$ cat src/rtl/rsg_pkg.sv
package rsg_pkg;
  localparam int unsigned NREG = 11;
  localparam int unsigned RA_DIR  = 0;
  localparam int unsigned RA_HSE  = 1;
  localparam int unsigned RA_HBE  = 2;
  localparam int unsigned RA_HBS  = 3;
  localparam int unsigned RA_HTOT = 4;
  localparam int unsigned RA_VSE  = 5;
  localparam int unsigned RA_VBE  = 6;
  localparam int unsigned RA_VBS  = 7;
  localparam int unsigned RA_VTOT = 8;
  localparam int unsigned RA_HLD  = 9;
  localparam int unsigned RA_VLD  = 10;
  localparam int unsigned DIR_H_BIT = 0;
  localparam int unsigned DIR_V_BIT = 1;
endpackage

$ cat src/rtl/rsg_fall_sync.sv
module rsg_fall_sync #(
  parameter int unsigned STAGES = 2
) (
  input  logic clk,
  input  logic rst_n,
  input  logic async_i,
  output logic fall_o
);
  logic [STAGES-1:0] chain_q;
  logic              last_q;

  generate
    for (genvar i = 0; i < STAGES; i++) begin : g_stage
      always_ff @(posedge clk) begin
        if (!rst_n) chain_q[i] <= 1'b1;
        else if (i == 0) chain_q[i] <= async_i;
        else chain_q[i] <= chain_q[(i == 0) ? 0 : i-1];
      end
    end
  endgenerate

  always_ff @(posedge clk) begin
    if (!rst_n) last_q <= 1'b1;
    else        last_q <= chain_q[STAGES-1];
  end

  assign fall_o = last_q & ~chain_q[STAGES-1];
endmodule

$ cat src/rtl/rsg_axis.sv
module rsg_axis #(
  parameter int unsigned CW = 12
) (
  input  logic          clk,
  input  logic          rst_n,
  input  logic          step_i,
  input  logic          load_i,
  input  logic [CW-1:0] load_val_i,
  input  logic [CW-1:0] total_i,
  input  logic [CW-1:0] sync_end_i,
  input  logic [CW-1:0] blank_start_i,
  input  logic [CW-1:0] blank_end_i,
  output logic [CW-1:0] cnt_o,
  output logic          at_end_o,
  output logic          sync_act_o,
  output logic          blank_o
);
  function automatic logic f_in_sync(input logic [CW-1:0] c, input logic [CW-1:0] e);
    return c < e;
  endfunction

  function automatic logic f_in_blank(input logic [CW-1:0] c, input logic [CW-1:0] bs,
                                      input logic [CW-1:0] be);
    return (c >= bs) || (c < be);
  endfunction

  function automatic logic [CW-1:0] f_next(input logic [CW-1:0] c, input logic wrap);
    return wrap ? '0 : c + 1'b1;
  endfunction

  logic [CW-1:0] cnt_q;

  assign at_end_o   = cnt_q >= total_i;
  assign sync_act_o = f_in_sync(cnt_q, sync_end_i);
  assign blank_o    = f_in_blank(cnt_q, blank_start_i, blank_end_i);
  assign cnt_o      = cnt_q;

  always_ff @(posedge clk) begin
    if (!rst_n)      cnt_q <= '0;
    else if (load_i) cnt_q <= load_val_i;
    else if (step_i) cnt_q <= f_next(cnt_q, at_end_o);
  end
endmodule

$ cat src/rtl/rsg_regbank.sv
module rsg_regbank
  import rsg_pkg::*;
#(
  parameter int unsigned CW = 12,
  parameter int unsigned AW = 4
) (
  input  logic                      clk,
  input  logic                      rst_n,
  input  logic                      wr_en,
  input  logic [AW-1:0]             wr_addr,
  input  logic [CW-1:0]             wr_data,
  input  logic                      commit_i,
  output logic [NREG-1:0][CW-1:0]   live_o
);
  logic [NREG-1:0][CW-1:0] stage_q;
  logic [NREG-1:0][CW-1:0] live_q;

  generate
    for (genvar i = 0; i < NREG; i++) begin : g_reg
      always_ff @(posedge clk) begin
        if (!rst_n) begin
          stage_q[i] <= '0;
          live_q[i]  <= '0;
        end else begin
          if (wr_en && (wr_addr == AW'(i))) stage_q[i] <= wr_data;
          if (commit_i) live_q[i] <= stage_q[i];
        end
      end
    end
  endgenerate

  assign live_o = live_q;
endmodule

$ cat src/rtl/raster_sync_gen.sv
module raster_sync_gen
  import rsg_pkg::*;
#(
  parameter int unsigned CW = 12,
  parameter int unsigned AW = 4,
  parameter int unsigned SYNC_STAGES = 2
) (
  input  logic          clk,
  input  logic          rst_n,
  input  logic          wr_en,
  input  logic [AW-1:0] wr_addr,
  input  logic [CW-1:0] wr_data,
  input  logic          hsync_in,
  output logic          hsync_out,
  output logic          hsync_oe,
  input  logic          vsync_in,
  output logic          vsync_out,
  output logic          vsync_oe,
  output logic          blank
);
  logic [NREG-1:0][CW-1:0] live;
  logic [CW-1:0] hcnt, vcnt;
  logic h_fall, v_fall, h_load, v_load;
  logic h_at_end, v_at_end, frame_end;
  logic h_sync_act, v_sync_act, h_blank, v_blank;
  logic h_drive, v_drive;

  assign h_drive   = live[RA_DIR][DIR_H_BIT];
  assign v_drive   = live[RA_DIR][DIR_V_BIT];
  assign frame_end = h_at_end & v_at_end;
  assign h_load    = h_fall & ~h_drive;
  assign v_load    = v_fall & ~v_drive;

  rsg_regbank #(.CW(CW), .AW(AW)) bank_i (
    .clk(clk), .rst_n(rst_n), .wr_en(wr_en), .wr_addr(wr_addr),
    .wr_data(wr_data), .commit_i(frame_end), .live_o(live)
  );

  rsg_fall_sync #(.STAGES(SYNC_STAGES)) hsync_det_i (
    .clk(clk), .rst_n(rst_n), .async_i(hsync_in), .fall_o(h_fall)
  );

  rsg_fall_sync #(.STAGES(SYNC_STAGES)) vsync_det_i (
    .clk(clk), .rst_n(rst_n), .async_i(vsync_in), .fall_o(v_fall)
  );

  rsg_axis #(.CW(CW)) h_axis_i (
    .clk(clk), .rst_n(rst_n), .step_i(1'b1), .load_i(h_load),
    .load_val_i(live[RA_HLD]), .total_i(live[RA_HTOT]),
    .sync_end_i(live[RA_HSE]), .blank_start_i(live[RA_HBS]),
    .blank_end_i(live[RA_HBE]), .cnt_o(hcnt), .at_end_o(h_at_end),
    .sync_act_o(h_sync_act), .blank_o(h_blank)
  );

  rsg_axis #(.CW(CW)) v_axis_i (
    .clk(clk), .rst_n(rst_n), .step_i(h_at_end), .load_i(v_load),
    .load_val_i(live[RA_VLD]), .total_i(live[RA_VTOT]),
    .sync_end_i(live[RA_VSE]), .blank_start_i(live[RA_VBS]),
    .blank_end_i(live[RA_VBE]), .cnt_o(vcnt), .at_end_o(v_at_end),
    .sync_act_o(v_sync_act), .blank_o(v_blank)
  );

  assign hsync_out = ~h_sync_act;
  assign vsync_out = ~v_sync_act;
  assign hsync_oe  = h_drive;
  assign vsync_oe  = v_drive;
  assign blank     = h_blank | v_blank;
endmodule

$ cat config.mk
export PLATFORM = sky130hd
export DESIGN_NAME = raster_sync_gen
export DESIGN_NICKNAME = d
export VERILOG_FILES = /design/src/rtl/rsg_pkg.sv /design/src/rtl/rsg_fall_sync.sv /design/src/rtl/rsg_axis.sv /design/src/rtl/rsg_regbank.sv /design/src/rtl/raster_sync_gen.sv
export SDC_FILE = /design/constraint.sdc
export NUM_CORES = 1
export LEC_CHECK = 0
export ABC_AREA = 1
export ABC_CLOCK_PERIOD_IN_PS = 2950
export BUFFER_PORTS_ARGS = -buffer_cell sky130_fd_sc_hd__clkbuf_2
export CAP_MARGIN = 20
export CORE_MARGIN = 2
export CORE_UTILIZATION = 40
export DETAILED_ROUTE_END_ITERATION = 7
export SETUP_SLACK_MARGIN = 0.05
export SLEW_MARGIN = 20
export SYNTH_ARGS = -nofsm -noshare
export SYNTH_HDL_FRONTEND = slang
export SYNTH_HIERARCHICAL = 1
export SYNTH_SLANG_ARGS = --single-unit
$ cat constraint.sdc
create_clock -name clk -period 2.95 [get_ports clk]
set_input_delay 0.59 -clock clk [delete_from_list [all_inputs] [get_ports clk]]
set_output_delay 0.59 -clock clk [all_outputs]
set_load 0.1 [all_outputs]
==> summary.md <==
| Metric | Value |
|---|---|
| Outcome | complete, no violations |
| Largest net degree at the start of global routing | ~110 |
| Slew HR | between 30% and 40% |
| Clock transition at the registers of the reported paths | about 0.060 ns |
| Met3 wire len | between 1000 and 1500 um |
| Tot GR Track Use | roughly 20% |
| Wire per inst | around 15 um |
| Filler cells | roughly 3400 |
| Port Buffer Count | 25 |
| Avg Synthesized Cell Area | 7.12 um2 |
| Pwr per Cell Area | 1170 nW/um2 |
| Final net count | approximately 2000 |
| Fraction of layout cells with a size suffix above 1 | under 10% |
| # IOs | 26 |
| DR top layer | met4 |
| Clock root cell | clkbuf_16 |
| H-tree levels | 1 |
| Clk_lat worst skew | 0.55 ns |
| Synth Warn # | 6 |
| Final setup vio count | 0 |
| Met2 Wirelength | 14900 um |
| Worst Path Required | approximately 2.4 ns |
| Crit share post-route | roughly 96% |
| Core area | around 33000 um2 |
| Syn Inst Count | about 1900 |
| Num CTS Buffers | 30 |
| Peak VDD IR | 0.00143 V |
| Initial antenna violation count | 0 |
| Remaining global-route overflow | 0 |
| Ant. Diodes | 0 |
| WP data arrival | around 2.3 ns |
| CTS Hold Bufs | 0 |
| Starting DRT DRC Count | 748 |
| Worst-margin pin slew | 0.932 ns |
| Clock Skew | between 0.01 and 0.015 ns |
| Hold Slack | roughly 0.23 ns |
| Setup crit start kind | flip-flop |
| DR pass1 iterations | 5 |
| Drc violations | 0 |
| DPL Wire Length | between 20000 and 25000 um |
| Achievable frequency | roughly 350 MHz |
| GPL Wtd Cong | about 0.83 |
| Maxcap violations | 0 |
| Die Height | roughly 190 um |
| M1 wire length | 17000 um |
| Final cell utilization of the core | 45.8% |
| Initial Utilization | between 40% and 50% |
| Routed vias | about 11000 |
| Pins Over Slew Limit | 0 |
| Worst Setup Path Type | flip-flop to output pin |
| Final ANT Viol Nets | 0 |
| Die area | around 35000 um2 |
| CTS max path bufs | 3 |
| FP Rows | 66 |
| CTS tree | yes |
| Commonest non-fill, non-tap cell in the layout | nor2_1 |
| Mapped cell area | 13200 um2 |
| Leak | 6.70 nW |
| Global-route wire length before repair | 54900 um |
| Vias in the first global route | 10400 |
| Fin crit period | about 2.8 ns |
| CTS Sinks | between 200 and 300 |
| Fin Setup TNS | 0 ns |
| Die width | between 150 and 200 um |
| Final hold violation count | 0 |
| Area grow syn2layout | 12.4% |
| RSZ-0062 raised after global routing | true |
| CP Capture Type | output pin |
| DR vias/cell | 4.79 |
| Critical path peak fanout | 4 |
| Total wire length | roughly 34000 um |
| Commonest cells after routing, fill and taps aside | nor2_1 (487), nand2_1 (359), dfxtp_1 (254), inv_1 (175), o21ai_0 (130) |
| Hold/Removal Path Class | input port to flip-flop |
-- through the flow --
step	total power, W	cell area (um2)	setup WS, ns	instances
3_5_place_dp	0.0135	13800	0.438	2270
2_1_floorplan	0.0114	13300	0.448	1865
5_1_grt	0.0190	14900	0.0286	2320
6_report	0.0175	14900	0.112	2320
4_1_cts	0.0174	14800	0.0506	2320
3_3_place_gp	0.0134	13800	0.440	2270
-- what timing repair did --
item / in CTS / in global routing
cloned: 0 / 0
setup buffers: 0 / 0
resized for setup: 20 / 36
pin swaps: 0 / 11
setup endpoints to repair: 3 / 2
endpoints found under the hold margin: 0 / 0
-- critical path, stage by stage, from the launching register on --
cell	delay [ns]
dfxtp_2	0.36
inv_1	0.07
ha_1	0.27
inv_1	0.05
a21boi_0	0.07
o21ai_0	0.17
a21boi_0	0.12
o21ai_0	0.16
nand3_1	0.09
inv_1	0.10
nand2_4	0.07
buf_12	0.16
-- layout make-up --
class                   count  area (um2)  area share [%]
clock buffers              40         830            5.57
flip-flops and latches    274        5520            37.1
inverters                 198         759            5.10
repair buffers             51         422            2.83
well taps                 442         553            3.71
clock inverters            10         133           0.890
multi-input cells        1305        6680            44.8
-- per-layer routing --
layer	vias up	track usage [%]
li1	5846	-
met1	5036	28.8
met2	183	32.0
met3	43	1.90
met4	0	4.47
met5	-	0
-- worst paths after layout --
path	depth (start not counted)	slack [ns]	endpoint	from
worst min-delay path	3	0.23	hsync_det_i/chain_q[0]$_SDFF_PN1_	hsync_in
worst max register to register	12	0.53	bank_i/live_o[71]$_SDFFE_PN0P_	h_axis_i/cnt_o[11]$_SDFFE_PN0P_
worst min register to register	2	0.41	hsync_det_i/chain_q[1]$_SDFF_PN1_	hsync_det_i/chain_q[0]$_SDFF_PN1_
worst max-delay path	11	0.11	blank	v_axis_i/cnt_o[0]$_SDFFE_PN0P_
-- state kept, by name (all words and copies together), names as in the netlist --
| signal | cells |
|---|---|
| bank_i/stage_q | 122 |
| hsync_det_i/last_q | 1 |
| h_axis_i/cnt_o | 12 |
| v_axis_i/cnt_o | 12 |
| bank_i/live_o | 122 |
| hsync_det_i/chain_q | 2 |
| vsync_det_i/chain_q | 2 |
| vsync_det_i/last_q | 1 |
-- power by group --
group          switching (W)  total [W]  leakage [nW]  internal, W
sequential          0.000509    0.00521          2.24      0.00470
combinational        0.00580    0.00854          4.00      0.00273
clock                0.00152    0.00373         0.463      0.00221
total                0.00783     0.0175          6.70      0.00965
Note: power is estimated with default switching activity, not from simulation.
